--- src/rtl/idiv_pkg.sv ---
package idiv_pkg;

   localparam int CODE_W = 4;

   typedef struct packed {
      logic sgn;
      logic w32;
      logic ext;
   } op_form_t;

   function automatic logic [CODE_W-1:0] zero_cmp_code(input logic is_neg, input logic is_zero);
      return {is_neg, ~is_neg & ~is_zero, is_zero, 1'b0};
   endfunction

endpackage

--- src/rtl/idiv_prep.sv ---
module idiv_prep
   import idiv_pkg::*;
#(
   parameter int XLEN = 64
) (
   input  logic [XLEN-1:0] dvd_i,
   input  logic [XLEN-1:0] dvs_i,
   input  op_form_t        form_i,
   output logic [XLEN-1:0] num_hi_o,
   output logic [XLEN-1:0] num_lo_o,
   output logic [XLEN-1:0] den_o,
   output logic            neg_quo_o,
   output logic            neg_rem_o
);
   localparam int HALF = XLEN / 2;

   logic            a_neg, b_neg;
   logic [XLEN-1:0] a_wide, b_wide, a_mag, b_mag;

   always_comb begin
      a_neg  = form_i.sgn & (form_i.w32 ? dvd_i[HALF-1] : dvd_i[XLEN-1]);
      b_neg  = form_i.sgn & (form_i.w32 ? dvs_i[HALF-1] : dvs_i[XLEN-1]);
      a_wide = form_i.w32 ? {{HALF{a_neg}}, dvd_i[HALF-1:0]} : dvd_i;
      b_wide = form_i.w32 ? {{HALF{b_neg}}, dvs_i[HALF-1:0]} : dvs_i;
      a_mag  = a_neg ? (~a_wide + 1'b1) : a_wide;
      b_mag  = b_neg ? (~b_wide + 1'b1) : b_wide;
      if (form_i.w32) begin
         num_hi_o = '0;
         num_lo_o = form_i.ext ? {a_mag[HALF-1:0], {HALF{1'b0}}} : a_mag;
      end else begin
         num_hi_o = form_i.ext ? a_mag : '0;
         num_lo_o = form_i.ext ? '0 : a_mag;
      end
      den_o     = b_mag;
      neg_quo_o = a_neg ^ b_neg;
      neg_rem_o = a_neg;
   end
endmodule

--- src/rtl/idiv_engine.sv ---
module idiv_engine #(
   parameter int XLEN = 64
) (
   input  logic            clk,
   input  logic            rst,
   input  logic            load_i,
   input  logic [XLEN-1:0] num_hi_i,
   input  logic [XLEN-1:0] num_lo_i,
   input  logic [XLEN-1:0] den_i,
   output logic            fin_o,
   output logic [XLEN-1:0] quo_o,
   output logic [XLEN-1:0] rem_o
);
   localparam int               CNT_W = $clog2(XLEN);
   localparam logic [CNT_W-1:0] LAST  = CNT_W'(XLEN - 1);

   logic [XLEN-1:0]  rem_q, quo_q, den_q;
   logic [CNT_W-1:0] cnt_q;
   logic             run_q, fin_q, fit_q;
   logic [XLEN:0]    shifted, trial;
   logic             take;

   always_comb begin
      shifted = {rem_q, quo_q[XLEN-1]};
      trial   = shifted - {1'b0, den_q};
      take    = ~trial[XLEN];
   end

   always_ff @(posedge clk) begin
      if (rst) begin
         rem_q <= '0;
         quo_q <= '0;
         den_q <= '0;
         cnt_q <= '0;
         run_q <= 1'b0;
         fin_q <= 1'b0;
         fit_q <= 1'b0;
      end else begin
         fin_q <= 1'b0;
         if (load_i) begin
            rem_q <= num_hi_i;
            quo_q <= num_lo_i;
            den_q <= den_i;
            cnt_q <= '0;
            run_q <= 1'b1;
            fit_q <= num_hi_i < den_i;
         end else if (run_q) begin
            rem_q <= take ? trial[XLEN-1:0] : shifted[XLEN-1:0];
            quo_q <= {quo_q[XLEN-2:0], take};
            cnt_q <= cnt_q + 1'b1;
            if (cnt_q == LAST) begin
               run_q <= 1'b0;
               fin_q <= 1'b1;
            end
         end
      end
   end

   assign fin_o = fin_q;
   assign quo_o = quo_q;
   assign rem_o = rem_q;

   p_no_reload_r11: assert property (@(posedge clk) disable iff (rst) load_i |-> !run_q);
   p_fin_pulse_r2: assert property (@(posedge clk) disable iff (rst) fin_o |=> !fin_o);
   p_rem_bound_r6: assert property (@(posedge clk) disable iff (rst)
      (run_q && fit_q) |-> (rem_q < den_q));
endmodule

--- src/rtl/idiv_finish.sv ---
module idiv_finish
   import idiv_pkg::*;
#(
   parameter int XLEN = 64
) (
   input  logic [XLEN-1:0]   quo_i,
   input  logic [XLEN-1:0]   rem_i,
   input  logic              w32_i,
   input  logic              mod_i,
   input  logic              neg_quo_i,
   input  logic              neg_rem_i,
   output logic [XLEN-1:0]   res_o,
   output logic [CODE_W-1:0] code_o
);
   localparam int HALF = XLEN / 2;

   logic [XLEN-1:0] pick;
   logic            flip, is_neg, is_zero;

   always_comb begin
      pick    = mod_i ? rem_i : quo_i;
      flip    = mod_i ? neg_rem_i : neg_quo_i;
      res_o   = flip ? (~pick + 1'b1) : pick;
      is_neg  = w32_i ? res_o[HALF-1] : res_o[XLEN-1];
      is_zero = w32_i ? (res_o[HALF-1:0] == '0) : (res_o == '0);
      code_o  = zero_cmp_code(is_neg, is_zero);
   end
endmodule

--- src/rtl/iter_divider.sv ---
module iter_divider
   import idiv_pkg::*;
#(
   parameter int XLEN      = 64,
   parameter int REG_IDX_W = 5,
   parameter int CR_W      = 32,
   parameter int CR_FIELDS = 8
) (
   input  logic                 clk,
   input  logic                 rst,
   input  logic                 start_i,
   input  logic [REG_IDX_W-1:0] dest_i,
   input  logic [XLEN-1:0]      dvd_i,
   input  logic [XLEN-1:0]      dvs_i,
   input  logic                 sgn_i,
   input  logic                 w32_i,
   input  logic                 ext_i,
   input  logic                 mod_i,
   input  logic                 rec_i,
   output logic                 done_o,
   output logic                 gpr_we_o,
   output logic [REG_IDX_W-1:0] gpr_idx_o,
   output logic [XLEN-1:0]      gpr_data_o,
   output logic                 cr_we_o,
   output logic [CR_FIELDS-1:0] cr_mask_o,
   output logic [CR_W-1:0]      cr_data_o
);
   localparam logic [CR_FIELDS-1:0] SEL_MASK = {1'b1, {(CR_FIELDS-1){1'b0}}};
   localparam int                   LAT_MAX  = XLEN + 2;
   localparam int                   LAT_W    = $clog2(XLEN + 4);

   generate
      if (XLEN < 8 || (XLEN % 2) != 0) begin : g_bad_xlen
         $error("iter_divider: XLEN must be even and at least 8");
      end
      if (CR_W < CODE_W + 1) begin : g_bad_crw
         $error("iter_divider: CR_W too narrow for the condition code");
      end
      if (CR_FIELDS < 1 || REG_IDX_W < 1) begin : g_bad_misc
         $error("iter_divider: CR_FIELDS and REG_IDX_W must be positive");
      end
   endgenerate

   op_form_t             form_in;
   logic                 accept, fin;
   logic [XLEN-1:0]      num_hi, num_lo, den, quo, rem, res;
   logic                 neg_quo, neg_rem;
   logic [CODE_W-1:0]    code;

   logic                 busy_q, w32_q, mod_q, rec_q, nq_q, nr_q;
   logic [REG_IDX_W-1:0] idx_q;

   assign form_in = '{sgn: sgn_i, w32: w32_i, ext: ext_i};
   assign accept  = start_i & ~busy_q;

   idiv_prep #(.XLEN(XLEN)) u_prep (
      .dvd_i    (dvd_i),
      .dvs_i    (dvs_i),
      .form_i   (form_in),
      .num_hi_o (num_hi),
      .num_lo_o (num_lo),
      .den_o    (den),
      .neg_quo_o(neg_quo),
      .neg_rem_o(neg_rem)
   );

   idiv_engine #(.XLEN(XLEN)) u_engine (
      .clk     (clk),
      .rst     (rst),
      .load_i  (accept),
      .num_hi_i(num_hi),
      .num_lo_i(num_lo),
      .den_i   (den),
      .fin_o   (fin),
      .quo_o   (quo),
      .rem_o   (rem)
   );

   idiv_finish #(.XLEN(XLEN)) u_finish (
      .quo_i    (quo),
      .rem_i    (rem),
      .w32_i    (w32_q),
      .mod_i    (mod_q),
      .neg_quo_i(nq_q),
      .neg_rem_i(nr_q),
      .res_o    (res),
      .code_o   (code)
   );

   always_ff @(posedge clk) begin
      if (rst) begin
         busy_q     <= 1'b0;
         w32_q      <= 1'b0;
         mod_q      <= 1'b0;
         rec_q      <= 1'b0;
         nq_q       <= 1'b0;
         nr_q       <= 1'b0;
         idx_q      <= '0;
         done_o     <= 1'b0;
         gpr_we_o   <= 1'b0;
         gpr_idx_o  <= '0;
         gpr_data_o <= '0;
         cr_we_o    <= 1'b0;
         cr_mask_o  <= '0;
         cr_data_o  <= '0;
      end else begin
         done_o   <= 1'b0;
         gpr_we_o <= 1'b0;
         cr_we_o  <= 1'b0;
         if (accept) begin
            busy_q <= 1'b1;
            w32_q  <= w32_i;
            mod_q  <= mod_i;
            rec_q  <= rec_i;
            nq_q   <= neg_quo;
            nr_q   <= neg_rem;
            idx_q  <= dest_i;
         end
         if (fin) begin
            busy_q     <= 1'b0;
            done_o     <= 1'b1;
            gpr_we_o   <= 1'b1;
            gpr_idx_o  <= idx_q;
            gpr_data_o <= res;
            cr_we_o    <= rec_q;
            cr_mask_o  <= rec_q ? SEL_MASK : '0;
            cr_data_o  <= rec_q ? {code, {(CR_W-CODE_W){1'b0}}} : '0;
         end
      end
   end

   // latency observer for the assertions below
   logic [LAT_W-1:0] lat_q;
   always_ff @(posedge clk) begin
      if (rst)         lat_q <= '0;
      else if (accept) lat_q <= LAT_W'(1);
      else if (busy_q) lat_q <= lat_q + 1'b1;
   end

   p_quiet_after_start_r1: assert property (@(posedge clk) disable iff (rst) accept |=> !done_o);
   p_one_cycle_r2: assert property (@(posedge clk) disable iff (rst) done_o |=> !done_o);
   p_latency_r2: assert property (@(posedge clk) disable iff (rst)
      done_o |-> (lat_q <= LAT_W'(LAT_MAX)));
   p_gpr_with_done_r3: assert property (@(posedge clk) disable iff (rst) gpr_we_o == done_o);
   p_cr_shape_r4: assert property (@(posedge clk) disable iff (rst)
      cr_we_o |-> (done_o && cr_mask_o == SEL_MASK && cr_data_o[CR_W-CODE_W-1:0] == '0
                   && $countones(cr_data_o[CR_W-1 -: 3]) == 1 && !cr_data_o[CR_W-CODE_W]));
   p_idle_on_reset_r12: assert property (@(posedge clk) $past(rst) |-> (!done_o && !gpr_we_o && !cr_we_o));
   p_busy_holds_r11: assert property (@(posedge clk) disable iff (rst)
      (busy_q && !done_o && start_i) |=> $stable(idx_q));
endmodule

--- config.mk ---
export PLATFORM = sky130hd
export DESIGN_NAME = iter_divider
export DESIGN_NICKNAME = d
export VERILOG_FILES = /design/src/rtl/idiv_pkg.sv /design/src/rtl/idiv_prep.sv /design/src/rtl/idiv_engine.sv /design/src/rtl/idiv_finish.sv /design/src/rtl/iter_divider.sv
export SDC_FILE = /design/constraint.sdc
export NUM_CORES = 1
export LEC_CHECK = 0
export ABC_AREA = 1
export BUFFER_PORTS_ARGS = -buffer_cell sky130_fd_sc_hd__buf_2
export CAP_MARGIN = 10
export CORE_ASPECT_RATIO = 0.9
export CORE_UTILIZATION = 45
export CTS_CLUSTER_DIAMETER = 150
export DETAILED_ROUTE_END_ITERATION = 8
export HOLD_SLACK_MARGIN = 0.12
export SLEW_MARGIN = 20
export SYNTH_ARGS = -nofsm -noshare
export SYNTH_HDL_FRONTEND = slang
export SYNTH_HIERARCHICAL = 1
export SYNTH_SLANG_ARGS = --single-unit
export TNS_END_PERCENT = 100
--- constraint.sdc ---
create_clock -name clk -period 4.05 [get_ports clk]
set_input_delay 0 -clock clk [delete_from_list [all_inputs] [get_ports clk]]
set_output_delay 0 -clock clk [all_outputs]
set_load 0.01 [all_outputs]
# --- Yosys cells after proc, flatten, opt, wreduce, memory -nomap -nowiden ---
# Index checks and enable logic that the tools add are counted.
# Widths: inputs -> output; s select.
word_totals:
  register_bits: 322
  inputBits: 141
op_classes:
  n_addsub: 5
  n_bitwise: 14
  reduce_logical: 7
  n_mux: 28
  eq_ne: 1
ops:
  columns: ["operator", "count"]
  rows:
  - ["$mux 64", 16]
  - ["$add 64x1->64 const B", 3]
  - ["$not 64->64", 3]
  - ["$sub 65x64->65", 1]
  - ["$logic_not 64->1", 1]
  - ["$logic_not 32->1", 1]
  - ["$mux 32", 1]
  - ["$mux 1", 10]
  - ["$mux 8", 1]
  - ["$add 6x1->6 const B", 1]
  - ["$eq 6x6->1 const B", 1]
  - ["$not 1->1", 6]
  - ["$reduce_or 2->1", 3]
  - ["$and 1x1->1", 4]
  - ["$reduce_or 3->1", 1]
  - ["$reduce_bool 2->1", 1]
  - ["$xor 1x1->1", 1]

# --- Depth between registers and ports, before layout ---
logic_depth:
  depth_word: 9
  ltp_mapped: 25
  depth_no_buf: 22

# --- By module ---
# The synthesis kept the hierarchy.
by_module_without_submodules:
  columns: ["mod", "area_per_inst_um2", "cells_each", "n_inst"]
  rows:
  - ["idiv_engine", 14518.9, 2391, 1]
  - ["idiv_prep", 6142.1, 1379, 1]
  - ["idiv_finish", 4038.9, 928, 1]
  - ["iter_divider", 3191.8, 422, 1]

# --- Worst setup path before layout ---
# Ideal clock, no wire load.
synth_path:
  kind: "register to register"
  start: "register mod_q"
  end: "register cr_data_o[29]"
  arrival_time_ns: 2.405
  path_buffers: 3
  period_less_slack_ns: 2.463
  slack_ns: 1.587
  stages_incl_launch_ff: 23
  setup_ns: 0.058
  path_cell_list: "dfxtp_1 > buf_6 > buf_6 > o21ai_2 > ha_1 > nand3_2 > nor2_4 > nand2_2 > nor2_2 > nand2_1 > nand2_1 > nand2_1 > nand2_1 > nand2_1 > nor2_1 > nand2_1 > nor2_1 > nand2_1 > nand2_1 > and2_1 > buf_4 > nand2_1 > nand2_1"
synth_between:
  elab_chain_len: 7
  word_cells_on_any_way: 9
  classes_between: "1 x add/sub; 5 x mux; 1 x bitwise; 2 x reduce/logical"
synth_rtl:
  columns: ["item", "line_no", "text"]
  rows:
  - ["start: declaration", "iter_divider.sv:50", "logic busy_q, w32_q, mod_q, rec_q, nq_q, nr_q;"]
  - ["start signal: assignment", "iter_divider.sv:113", "mod_q <= mod_i;"]
  - ["$mux 64", "idiv_finish.sv:21", "pick = mod_i ? rem_i : quo_i;"]
  - ["$not 64->64", "idiv_finish.sv:23", "res_o = flip ? (~pick + 1'b1) : pick;"]
  - ["$add 64x1->64", "idiv_finish.sv:23", null]
  - ["$mux 64 *", "idiv_finish.sv:23", null]
  - ["$logic_not 64->1 or $logic_not 32->1 (tied branches)", "idiv_finish.sv:25", "is_zero = w32_i ? (res_o[HALF-1:0] == '0) : (res_o == '0);"]
  - ["$mux 1 *", "idiv_finish.sv:25", null]
  - ["via u_finish.is_zero", "idiv_finish.sv:18", "logic flip, is_neg, is_zero;"]
  - ["$mux 32 *", "iter_divider.sv:127", "cr_data_o <= rec_q ? {code, {(CR_W-CODE_W){1'b0}}} : '0;"]
  - ["end signal: assignment", "iter_divider.sv:127", null]
  - ["end: declaration", "iter_divider.sv:26", "output logic [CR_W-1:0] cr_data_o"]
# Mark *: on every way through the listed nets, which the timed path passes. The rest lies on a longest branch.
# A chain may end at the register's enable or synchronous reset.

# --- Final worst setup path ---
layout_path:
  start: "register mod_q"
  end: "register cr_data_o[30]"
layout_between:
  elab_chain_len: 9
  word_cells_on_any_way: 13
  classes_between: "1 x add/sub; 6 x mux; 4 x bitwise; 2 x reduce/logical"
layout_rtl:
  columns: ["item", "line_no", "text"]
  rows:
  - ["$mux 64", "idiv_finish.sv:21", null]
  - ["$not 64->64", "idiv_finish.sv:23", null]
  - ["$add 64x1->64", "idiv_finish.sv:23", null]
  - ["$mux 64 *", "idiv_finish.sv:23", null]
  - ["$logic_not 64->1 or $logic_not 32->1 (tied branches)", "idiv_finish.sv:25", null]
  - ["$mux 1", "idiv_finish.sv:25", null]
  - ["$not 1->1", "idiv_pkg.sv:12", "return {is_neg, ~is_neg & ~is_zero, is_zero, 1'b0};"]
  - ["$and 1x1->1 *", "idiv_pkg.sv:12", null]
  - ["via code[2]", "iter_divider.sv:48", "logic [CODE_W-1:0] code;"]
  - ["$mux 32 *", "iter_divider.sv:127", null]
# Marked as above.

==> results.py <==
metrics = {
    "power": {
        "switching_power_mw": 6.25,
        "p_int_mw": 6.78,
        "p_leak_nw": 17.2,
        "peakVddDrop_v": 0.000393,
        "power_switching_share": 0.480,
        "sequentialPowerShare": 0.249,
        "p_per_area_nw_per_um2": 419,
        "clkPwrFrac": 0.249,
        "combPwrFrac": 0.502,
    },
    "worst_hold_path": {
        "hold_class": "primary input to flip-flop",
        "hold_start": "dvd_i[6]",
    },
    "clock_tree": {
        "clockRootBuffer": "clkbuf_16",
        "numCtsBuffers": 34,
        "clk_path_buf_depth": 3,
        "insertion_delay_ns": 0.56,
        "h-tree-depth": 2,
        "cts.sinks": 287,
        "cts_tree": "done",
        "clkTransAtPathRegs_ns": 0.06,
    },
    "global_route": {
        "antenna_found_initial": 1,
        "grt_first_pass_wirelength_mm": 178,
        "grt_overflow": 0,
        "grt_pass1_vias": 29700,
        "grtUsageTotal": 0.371,
        "grt_max_degree": 137,
    },
    "status": {
        "status": "completed",
    },
    "die": {
        "die-area_um2": 63000,
        "fp-row-count": 86,
        "die_x_um": 264,
        "start_util": 0.456,
        "die_y_um": 238,
        "core_um2": 61200,
        "io_pins": 253,
    },
    "synthesis": {
        "avgSynthCellArea_um2": 5.45,
        "yosysMostFrequentCell": "nand2_1",
        "ys_seq_area_frac": 0.206,
        "netlist_area_um2": 27900,
        "async_flop_share": 0,
        "synth_commonest_cells": "nand2_1 (1843), inv_1 (764), nor2_1 (648), nand3_1 (327), dfxtp_1 (287)",
        "synth_area_leaders": "nand2_1 (25%), dfxtp_1 (21%), inv_1 (10%)",
        "syn_inst": 5120,
        "yosysTopAreaCell": "nand2_1",
        "synthFlopType": "dfxtp_1",
        "yosysUniqueCellTypes": 56,
        "synth_edf_count": 0,
        "synth-seq-cells": 287,
        "yosys.area.top_type_share": 0.248,
        "ys.warnings.count": 6,
    },
    "timing": {
        "max_freq_mhz": 284,
        "slew_violations": 0,
        "period_share": 0.869,
        "fin_setup_tns_ns": 0,
        "relSlewSlack": 0.365,
        "setup_ws_ns": 0.530,
        "min_period_ns": 3.52,
        "rsz0062_at_grt": "false",
        "worst_pin_slew_ns": 0.953,
        "setup_viol": 0,
        "skew_ns": 0.0186,
        "final_hold_viol_count": 0,
    },
    "routing": {
        "routed_wl_mm": 119,
        "highest_layer": "met4",
        "drt-pass1-iter-count": 6,
        "drc": 0,
        "met2_length_mm": 50.8,
        "ant_nets": 0,
        "met3WireLength_mm": 10.5,
        "drt_iter0_drc": 4185,
        "wl_met1_mm": 51.4,
        "via_count": 32700,
        "routed_via_density": 5.32,
        "drt-wirelength-per-cell_um": 19.4,
    },
    "critical_path": {
        "critPathRequiredTime_ns": 4.50,
        "critPathArrivalTime_ns": 3.97,
        "worstPathMaxFanout": 39,
        "endpoint_kind": "flip-flop",
        "critPathLaunchType": "flip-flop",
        "crit_start": "mod_q",
        "crit_type": "flip-flop to flip-flop",
        "r2r_start": "mod_q",
    },
    "placement": {
        "numPortBuffers": 217,
        "dp_slack_ns": 0.606,
        "dp_hpwl_mm": 97.0,
        "gp_congestion": 1.06,
    },
    "layout": {
        "antenna_cells": 0,
        "drive_above_1_share": 0.0870,
        "syn2layout_area_growth_pct": 11.4,
        "fin_util": 0.508,
        "fin_nets": 5529,
    },
    "job": {
        "maxCapViolCount": 0,
    },
}
## cell type report
cell class | count | area (um2)
clock buffer | 48 | 995
clock inverter | 13 | 161
tap | 792 | 991
inverter | 791 | 2970
fill | 6818 | 30200
sequential | 287 | 5750
multi-input combinational | 3860 | 18000
timing repair buffer | 345 | 2250
## through the flow
step,hold slack (ns),cells,power (mW),instance area (um2)
floorplan,0.0691,5154,7.65,28000
global placement,0.273,6009,9.55,29300
detailed placement,0.282,6009,9.53,29300
CTS,0.133,6136,12.8,31100
global route,0.178,6136,13.8,31100
finish,0.174,6136,13.0,31100
## layout by cell type (no fill, tap or decap), types with 32 or more instances in the layout
master / count
clkbuf_16: 35
nand2_1: 1843
a22oi_1: 66
ha_1: 68
o21ai_0: 202
dfxtp_1: 286
buf_2: 217
a21oi_1: 224
nand3_1: 326
dlygate4sd3_1: 66
nor2_1: 645
xor2_1: 123
inv_1: 763
conb_1: 36
nand4_1: 48
nand2_2: 32
o21ai_1: 42
buf_4: 59
## critical path, cell delays in order (launching register included)
cell	delay, ns
dfxtp_2	0.41
buf_4	0.39
nand2_1	0.18
o21ai_4	0.35
buf_4	0.40
nand2_1	0.15
xor2_1	0.48
nand2_1	0.10
inv_1	0.07
nand3_1	0.07
nor3_1	0.47
a21oi_1	0.16
nand2_1	0.09
nand2_1	0.06
## path summary, 6_finish.rpt
kind                       endpoint  slack, ns  cells after the start
hold / removal    u_engine/rem_o[6]       0.17                      6
setup / recovery      cr_data_o[30]       0.53                     13
hold reg to reg       gpr_data_o[4]       0.45                      2
setup reg to reg      cr_data_o[30]       0.53                     13
## power by group through the flow
stage | Clock [mW] | Sequential (mW) | Combinational, mW
global placement | 0 | 3.29 | 6.26
global route | 3.42 | 3.25 | 7.13
detailed placement | 0 | 3.29 | 6.24
floorplan | 0 | 3.16 | 4.49
CTS | 3.30 | 3.23 | 6.31
finish | 3.24 | 3.25 | 6.54
## cell families after synthesis
family                   Yosys count  share of synthesized area
other                              2                   0.000269
flip-flops                       287                      0.206
AND/OR/NAND/NOR                 3013                      0.441
buffers and inverters           1007                      0.156
adder cells (fa/ha/maj)           69                     0.0312
XOR/XNOR                         141                     0.0443
AO/OA/AOI/OAI                    601                      0.121
## state kept, by name, summed over array words and instances, names as in the netlist, 4 cells and up
| register | count |
|---|---|
| u_engine/den_q | 64 |
| cr_data_o | 4 |
| gpr_idx_o | 5 |
| idx_q | 5 |
| u_engine/cnt_q | 6 |
| gpr_data_o | 64 |
| u_engine/quo_o | 64 |
| u_engine/rem_o | 64 |
## layer usage
| layer | vias to the layer above | GRT usage |
|---|---|---|
| li1 | 16100 | - |
| met1 | 14900 | 0.500 |
| met2 | 1447 | 0.577 |
| met3 | 230 | 0.0510 |
| met4 | 0 | 0.186 |
| met5 | - | 0 |
## what timing repair did
| item | 4_1_cts | 5_1_grt |
|---|---|---|
| hold endpoints to repair | 65 | 0 |
| hold buffers | 66 | 0 |
| gates resized for setup | 0 | 0 |
| buffers inserted | 0 | 0 |
No activity file was read; power rests on OpenSTA's default activity.
